File: config.mk
export PLATFORM = sky130hd
export DESIGN_NAME = read_partition_guard
export DESIGN_NICKNAME = d
export VERILOG_FILES = /design/src/rtl/read_partition_guard.sv
export SDC_FILE = /design/constraint.sdc
export NUM_CORES = 1
export LEC_CHECK = 0
export ABC_AREA = 0
export CAP_MARGIN = 20
export CELL_PAD_IN_SITES_DETAIL_PLACEMENT = 2
export CELL_PAD_IN_SITES_GLOBAL_PLACEMENT = 2
export CORE_MARGIN = 1
export CORE_UTILIZATION = 16
export CTS_CLUSTER_SIZE = 25
export DETAILED_ROUTE_END_ITERATION = 10
export GPL_TIMING_DRIVEN = 0
export PLACE_DENSITY_LB_ADDON = 0.1
export SYNTH_ARGS = -nofsm -noshare
export SYNTH_HDL_FRONTEND = slang
export SYNTH_SLANG_ARGS = --single-unit
File: constraint.sdc
create_clock -name clk -period 3.3 [get_ports clk]
set_input_delay 0.66 -clock clk [delete_from_list [all_inputs] [get_ports clk]]
set_output_delay 0.66 -clock clk [all_outputs]
set_load 0.05 [all_outputs]
File: src/rtl/read_partition_guard.sv
module read_partition_guard #(
  parameter int ADDR_W  = 16,
  parameter int LIMIT_W = 8,
  parameter int DATA_W  = 8
) (
  input  logic               clk,
  input  logic               rst_n,
  input  logic [LIMIT_W-1:0] cfg_limit,
  input  logic [ADDR_W-1:0]  issue_pc,
  input  logic [ADDR_W-1:0]  tbl_addr,
  input  logic               tbl_rd,
  input  logic [DATA_W-1:0]  mem_rdata,
  output logic [DATA_W-1:0]  tbl_rdata,
  output logic               tbl_violation,
  input  logic [DATA_W-1:0]  fetch_data_i,
  output logic [DATA_W-1:0]  fetch_data_o
);
  localparam int PAGE_W = ADDR_W - LIMIT_W;

  logic [LIMIT_W-1:0] limit_q;
  logic [ADDR_W-1:0]  boundary;
  logic               pc_upper, tgt_lower, block_now, block_q;

  always_ff @(posedge clk)
    if (!rst_n) limit_q <= cfg_limit;

  assign boundary  = {limit_q, {PAGE_W{1'b0}}};
  assign pc_upper  = issue_pc >= boundary;
  assign tgt_lower = tbl_addr < boundary;
  assign block_now = tbl_rd && pc_upper && tgt_lower;

  always_ff @(posedge clk)
    if (!rst_n) block_q <= 1'b0;
    else        block_q <= block_now;

  assign tbl_rdata     = block_q ? '0 : mem_rdata;
  assign tbl_violation = block_q;
  assign fetch_data_o  = fetch_data_i;
endmodule


# Word level (Yosys, flattened, before mapping)
# Cells that the tools add are included.
# word_totals
ff_bits,9
inputBits,59
output_inout_bits,17
word_cells,7
# op_classes
order_cmp,2
n_mux,1
n_reduce_logical,2
# op_table
operator,n
16-bit >= comparator,1
16-bit < comparator,1
8-bit 2-to-1 mux,1
1-bit logical AND,2

# Depth between registers and ports, before layout
# Gate-level depths: netlist of the first run.
# depth
depth_word,3
depth_mapped,6
mapped_depth_nobuf,6

# Least setup slack after synthesis of the first run
# Ideal clock, no wire load.
# synth_timing
path_kind,in2out
startpoint,input port mem_rdata[0]
endpoint,output port tbl_rdata[0]
t_arrival_ns,1.367
required_time_ns,2.640
setup_slack_ns,1.273
cell_stages,1
n_path_buf,0
cell_sequence,nor2b_1
# synth_between
elab_chain_len,1
# synth_lines
item,line_no,source
"start, declared",12,"input logic [DATA_W-1:0] mem_rdata,"
8-bit 2-to-1 mux,36,assign tbl_rdata = block_q ? '0 : mem_rdata;
"end, declared",13,"output logic [DATA_W-1:0] tbl_rdata,"
# Every way passes these cells.

# Worst setup path in the final report of the first run
# layout_timing
startpoint,input port mem_rdata[7]
endpoint,output port tbl_rdata[7]
# The elaborated chain is that of the path after synthesis.

==> summary.md, run 1 <==
| Metric | Value |
|---|---|
| Post-CTS Resized | 0 |
| CP max stage cell | clkdlybuf4s50_1 |
| Leading cell type by number of instances after synthesis | ha_1 |
| Worst path arrival time | 2.07 ns |
| Placer Congestion | approximately 0.74 |
| Final hold slack | 0.847 ns |
| Crit Path Class | primary input to output pin |
| Net Switching | between 0.1 and 0.15 mW |
| Post-synth top area share | 31.5% |
| Final Skew | 0.00754 ns |
| Crit-path cells | clkdlybuf4s50_1 > nor2b_1 > clkdlybuf4s50_1 |
| Share of flip-flops with an asynchronous set or reset | 0% |
| CP most frequent cell | clkdlybuf4s50_1 |
| Post-synthesis simple-gate area fraction | 17.5% |
| Worst EP required | ~2.6 ns |
| Setup TNS | 0 ns |
| Largest family of logic cells by synthesized area | adder cells |
| Min-Delay Path Class | flop to flop |
| Num rows | 24 |
| Critical Path Source Type | primary input |
| Post-place setup slack | between 0.5 and 0.6 ns |
| Reg-to-reg startpoint | limit_q[2]$_DFFE_PN_ |
| Crit path buf inv count | 2 |
| Initial DRC count | 20 |
| Seq pwr share | 30.0% |
| Worst-path maximum fanout | 1 |
| Relative slew slack | 65.2% |
| Cell count along the critical path | 3 |
| GRT Total Usage | 9.91% |
| Fin worst setup slack | 0.566 ns |
| Placeable Area | 4470 um^2 |
| Die footprint | 5050 um^2 |
| Htree depth | 1 |
| Routed vias/inst | 4.07 |
| Register area share after synthesis | 34.1% |
| Starting density of the core | 17.1% |
| Worst Setup SP | mem_rdata[7] |
| Adder and majority gate portion of the synthesized area | 24.6% |
| Max Cap Viol | 0 |
| Int Power | about 0.32 mW |
| Slowest Stage Delay on Critical Path | 0.83 ns |
| Clk network pwr share | between 20% and 30% |
| Unrepaired setup endpoints after global routing | false |
| Clock sinks | 9 |
| Cts hold-fix bufs | 0 |
| Detailed Route WL | approximately 2.4 mm |
| Net switching share of the total power | 31.3% |
| Power per cell area | 314 nW/um^2 |
| Post-DP HPWL | 2.20 mm |
| Clk_lat worst skew | 0.24 ns |
| First-pass GRT wire length | 3.82 mm |
| Yosys reg bits | 9 |
| Area grow syn2layout | 91.8% |
| # port buffers | 59 |
| Violated checks | DRC |
| CP Capture Point | tbl_rdata[7] |
| Compound-Gate Fraction of Synth Area | 11.5% |
| Final core occ | 32.7% |
| EDFF count, synth | 8 |
| Max Clk Rate | ~0.37 GHz |
| Die width | 71.1 um |
| Syn avg cell area | 10.3 um^2 |
| I/O pin total | 76 |
| Post-CTS Setup Bufs | 0 |
| Largest cells by area after synthesis | edfxtp_1 31%, ha_1 25%, buf_4 7.9% |
| Total gr overflow | 0 |
| Final Hold Fails | 0 |
| Total CTS buffers | 3 |
| Cells after DPL | ~190 |
| Layout cell share with drive strength beyond 1 | a little over 10% |
| Final net count | roughly 210 |
| Syn_nets | between 100 and 150 |
| Period utilization | 82.9% |
| FF-to-FF path depth | 6 |
| CP top delay family | buffers and inverters |
| Synth area leader | edfxtp_1 |
| Largest net degree at the start of global routing | 10 |
| TritonCTS clock tree | done |
| Commonest cells post-synth | 15 x ha_1, 9 x inv_1, 9 x nor2b_1, 8 x buf_4, 8 x edfxtp_1 |
| Outcome | complete, but fails checks |
| Antenna violations before repair | 0 |
| Main flop type after synthesis | edfxtp_1 |
| R2r endpoint | tbl_violation$_SDFF_PN0_ |
| Ant. Diodes | 0 |
| Mux contribution to synthesized area | 0% |
| Post-DRT Antenna Nets | 0 |
| Maximum vdd drop | 0.155 mV |
| YS warnings | 0 |
| Slew Viols, Final | 0 |
| Die height | 71.1 um |
| DRC | 9 |
| Vias in the first global route | 847 |
| Post-layout min period | 2.73 ns |
| Wire per inst | between 10 and 15 um |
| Fin cells | 189 |
| R2R Setup Slk | around 1.7 ns |
| Post-synthesis instance total | 74 |
| Worst slew pin tran | 0.520 ns |
| Clk buf depth | 2 |
| P_leak | 0.614 nW |
| Setup violations, final | 0 |
| TritonRoute pass-1 iters | 7 |
| Filler cell count | a little under 500 |
| Worst setup EP type | output pin |
| Synth cell types | 22 |
| Comb power frac | 41.5% |
| Post-synthesis share of cell area spent on xor and xnor gates | 0% |
| DR vias | 770 |
| CTS Root Cell | clkbuf_8 |
| Syn Std Cell Area | 763 um^2 |
| Clock slew at reported path FFs | 0.05 ns |
## cells by family after synthesis
| logic type | count (synthesis) |
|---|---|
| AO/OA/AOI/OAI | 12 |
| adder cells (fa/ha/maj) | 15 |
| buffers and inverters | 17 |
| flip-flops | 9 |
| AND/OR/NAND/NOR | 21 |
## layout make-up
| class | count | area (um^2) | share of cell area (%) |
|---|---|---|---|
| Clock buffer | 4 | 45.0 | 3.08 |
| Timing Repair Buffer | 59 | 591 | 40.3 |
| Sequential cell | 9 | 260 | 17.8 |
| Tap cell | 52 | 65.1 | 4.44 |
| Buffer | 8 | 60.1 | 4.10 |
| Inverter | 9 | 33.8 | 2.31 |
| Multi-Input combinational cell | 48 | 409 | 27.9 |
## worst min path at each step
stage	startpoint	end	slack, ns	depth (start not counted)
finish	limit_q[7]$_DFFE_PN_	tbl_violation$_SDFF_PN0_	0.85	5
global route	limit_q[7]$_DFFE_PN_	tbl_violation$_SDFF_PN0_	0.92	5
CTS	limit_q[6]$_DFFE_PN_	tbl_violation$_SDFF_PN0_	0.88	4
detailed placement	limit_q[6]$_DFFE_PN_	tbl_violation$_SDFF_PN0_	0.87	4
global placement	limit_q[7]$_DFFE_PN_	tbl_violation$_SDFF_PN0_	0.83	5
floorplan	limit_q[7]$_DFFE_PN_	tbl_violation$_SDFF_PN0_	0.74	5
## power groups by stage
stage / sequential [mW] / combinational [mW] / clock, mW
after floorplan: 0.141 / 0.0992 / 0
after global placement: 0.140 / 0.188 / 0
after detailed placement: 0.141 / 0.193 / 0
after CTS: 0.138 / 0.194 / 0.137
after global routing: 0.139 / 0.206 / 0.144
final: 0.138 / 0.191 / 0.131
## per-stage QoR
step                power (mW)  area [um^2]
floorplan                0.240          763
global placement         0.328         1420
detailed placement       0.334         1420
CTS                      0.470         1460
global route             0.489         1460
finish                   0.460         1460
## layer usage
metal	GRT usage (%)	up-vias	wire length (um)
met5	0	-	0
met4	5.33	0	51
met3	2.14	5	305
met2	17.8	50	1130
met1	10.9	333	930
li1	-	382	-
## placed cells by master (no fill, tap or decap)
cell type and instances:
nor4b_2 1, clkdlybuf4s50_1 59, clkbuf_1 1, o21ai_0 2, nand2_1 3, edfxtp_1 8, o21a_1 1, buf_4 8
nand4_1 1, nor4_2 1, inv_1 9, clkbuf_8 3, a211o_1 2, a21oi_1 1, nor2b_1 9, a211oi_2 1
a31oi_1 2, ha_1 15, nor2_1 3, and4b_1 1, o31ai_1 1, a211oi_1 2, nor3_1 1, nand2b_1 1
dfxtp_1 1
## state kept, by name, indices dropped and copies added, names as in the netlist
| register | flops |
|---|---|
| limit_q | 8 |
| tbl_violation | 1 |
## worst reg2reg max path: cells and delay by family, from the launching register on
kind / cells / cell delay [ns]
compound gates: 3 / 0.66
flops: 1 / 0.33
fa+ha+maj: 1 / 0.30
simple gates: 1 / 0.19
buf+inv: 1 / 0.06
Power figures use the tool's default switching activity.
==> inputs of run 2 (changes only) <==
--- a/config.mk
+++ b/config.mk
@@ -10,7 +10,7 @@
 export CELL_PAD_IN_SITES_DETAIL_PLACEMENT = 2
 export CELL_PAD_IN_SITES_GLOBAL_PLACEMENT = 2
 export CORE_MARGIN = 1
-export CORE_UTILIZATION = 16
+export CORE_UTILIZATION = 13
 export CTS_CLUSTER_SIZE = 25
 export DETAILED_ROUTE_END_ITERATION = 10
 export GPL_TIMING_DRIVEN = 0
==> constraint.sdc (replaced) <==
create_clock -name clk -period 2.25 [get_ports clk]
set_input_delay 0.45 -clock clk [delete_from_list [all_inputs] [get_ports clk]]
set_output_delay 0.45 -clock clk [all_outputs]
set_load 0.05 [all_outputs]
==> summary.md, run 2 (synthesized netlist as in run 1, its figures left out) <==
| Metric | Value |
|---|---|
| Outcome | complete, no violations (was complete, but fails checks) |
| # port buffers | 59 (unchanged) |
| Max Cap Viol | 0 (unchanged) |
| Total gr overflow | 0 (unchanged) |
| Slowest Stage Delay on Critical Path | 0.87 ns (was 0.83 ns) |
| Routed vias/inst | 3.75 (was 4.07) |
| Htree depth | 1 (unchanged) |
| Power, Total | 0.660 mW (was 0.460 mW) |
| Placeable Area | 5570 um^2 (was 4470 um^2) |
| Commonest non-fill, non-tap cells in the layout | 51 x clkdlybuf4s50_1, 15 x ha_1, 9 x inv_1, 9 x nor2b_1 (was 59 x clkdlybuf4s50_1, 15 x ha_1, 9 x inv_1, 9 x nor2b_1) |
| I/O pin total | 76 (unchanged) |
| Largest net degree at the start of global routing | 10 (unchanged) |
| Final Hold Fails | 0 (unchanged) |
| Worst path arrival time | 1.60 ns (was 2.07 ns) |
| Layout cell share with drive strength beyond 1 | 10.9% (was 10.2%) |
| TritonCTS clock tree | done (unchanged) |
| Final net count | 212 (unchanged) |
| Post-DP HPWL | 2.37 mm (was 2.20 mm) |
| Period utilization | 91.3% |
| Final hold slack | 0.775 ns (was 0.847 ns) |
| Worst slew pin tran | 0.502 ns (was 0.520 ns) |
| Power per cell area | 446 nW/um^2 (was 314 nW/um^2) |
| Vias in the first global route | 890 (was 847) |
| CP top delay family | buffers and inverters (unchanged) |
| CP max stage cell | clkdlybuf4s50_1 (unchanged) |
| Worst-path maximum fanout | 9 (was 1) |
| Comb power frac | 41.2% (was 41.5%) |
| Worst setup EP type | output pin (unchanged) |
| Maximum vdd drop | 0.223 mV (was 0.155 mV) |
| Max reg flops | 8 (unchanged) |
| Slew Viols, Final | 0 (unchanged) |
| Detailed Route WL | 2.55 mm (was 2.42 mm) |
| Clk buf depth | 2 (unchanged) |
| Initial DRC count | 8 (was 20) |
| Post-layout min period | 2.05 ns |
| CTS Root Cell | clkbuf_8 (unchanged) |
| Critical Path Source Type | flop (was primary input) |
| Clock slew at reported path FFs | 0.05 ns (about the same) |
| GRT Total Usage | 8.37% (was 9.91%) |
| Die width | 78.6 um (was 71.1 um) |
| Wire per inst | 12.2 um (was 12.8 um) |
| DR vias | 784 (was 770) |
| Clock sinks | 9 (unchanged) |
| Seq pwr share | 30.7% (was 30.0%) |
| Int Power | 0.452 mW (was 0.316 mW) |
| Min-Delay Path Class | primary input to flop (was flop to flop) |
| TritonRoute pass-1 iters | 2 (was 7) |
| Area grow syn2layout | 93.9% (was 91.8%) |
| Post-DRT Antenna Nets | 0 (unchanged) |
| Post-CTS Setup Bufs | 0 (unchanged) |
| Ant. Diodes | 0 (unchanged) |
| Unrepaired setup endpoints after global routing | false (unchanged) |
| Crit Path Class | flop to output pin (was primary input to output pin) |
| Worst EP required | 1.80 ns (was 2.64 ns) |
| Net switching share of the total power | 31.5% (was 31.3%) |
| Die height | 78.6 um (was 71.1 um) |
| Num rows | 27 (was 24) |
| Crit path buf inv count | 1 (was 2) |
| Net Switching | 0.208 mW (was 0.144 mW) |
| Clk network pwr share | 28.1% (was 28.5%) |
| First-pass GRT wire length | 3.94 mm (was 3.82 mm) |
| Total CTS buffers | 3 (unchanged) |
| Antenna violations before repair | 0 (unchanged) |
| Crit-path cells | clkdlybuf4s50_1 (was clkdlybuf4s50_1 > nor2b_1 > clkdlybuf4s50_1) |
| Placer Congestion | 0.708 (was 0.744) |
| Final Skew | 0.00104 ns (was 0.00754 ns) |
| Max Clk Rate | roughly 0.49 GHz |
| Relative slew slack | 66.5% (was 65.2%) |
| DRC | 0 (was 9) |
| Setup violations, final | 0 (unchanged) |
| P_leak | 0.629 nW (was 0.614 nW) |
| Die footprint | 6180 um^2 (was 5050 um^2) |
| Clk_lat worst skew | 0.23 ns (was 0.24 ns) |
| Most flop-heavy register | limit_q (unchanged) |
| Starting density of the core | 13.7% (was 17.1%) |
| Most common cell after layout, fill and taps aside | clkdlybuf4s50_1 (unchanged) |
[run 2: cell types whose count changed in the layout (fill, tap and decap cells not counted), sizes merged]
| cell | delta |
|---|---|
| clkinv | +1 |
| clkdlybuf4s50 | -8 |
| clkbuf | -1 |
| dlygate4sd2 | +8 |
[run 2: path summary, 6_finish.rpt]
| path | start | to | slack (ns) | cells after the start |
|---|---|---|---|---|
| max | tbl_violation$_SDFF_PN0_ | tbl_violation | 0.20 | 1 |
| min | cfg_limit[0] | limit_q[0]$_DFFE_PN_ | 0.77 | 1 |
| max reg2reg | limit_q[2]$_DFFE_PN_ | tbl_violation$_SDFF_PN0_ | 0.67 | 6 |
| min reg2reg | limit_q[7]$_DFFE_PN_ | tbl_violation$_SDFF_PN0_ | 0.79 | 5 |
[run 2: routing by layer]
layer / GRT usage (%) / share of wire (%) / vias up
met1: 8.22 / 39 / 352
met2: 16.4 / 51 / 48
met5: 0 / 0 / -
li1: - / - / 382
met3: 2.09 / 9.6 / 2
met4: 3.33 / 0.74 / 0
[run 2: power groups by stage]
stage | Sequential [mW] | Clock (mW) | Combinational, mW
final | 0.203 | 0.185 | 0.272
after global routing | 0.204 | 0.207 | 0.294
after CTS | 0.203 | 0.197 | 0.279
after detailed placement | 0.206 | 0 | 0.286
after global placement | 0.205 | 0 | 0.278
after floorplan | 0.207 | 0 | 0.146
[run 2: area by class of cell]
| type | count | area [um^2] |
|---|---|---|
| tap | 72 | 90.1 |
| clock buffer | 3 | 41.3 |
| clock inverter | 1 | 5.00 |
| sequential | 9 | 260 |
| fill | 640 | 4090 |
| inverter | 9 | 33.8 |
| timing repair buffer | 59 | 581 |
| buffer | 8 | 60.1 |
| multi-input combinational | 48 | 409 |
[run 2: repair_timing]
item / CTS / global route
setup endpoints to repair: 8 / 0
hold buffers: 0 / 0
resized for setup: 8 / 0
[run 2: through the flow]
step | cell area, um^2 | util [%] | instances | TNS [ns] | worst slack (ns)
final | 1480 | 26.6 | 209 | 0 | 0.196
after global routing | 1480 | 26.6 | 209 | 0 | 0.148
after CTS | 1480 | 26.6 | 209 | 0 | 0.177
after detailed placement | 1440 | 25.9 | 205 | -0.469 | -0.101
after global placement | 1440 | 25.9 | 205 | -0.311 | -0.0557
after floorplan | 763 | - | 74 | 0 | 0.493
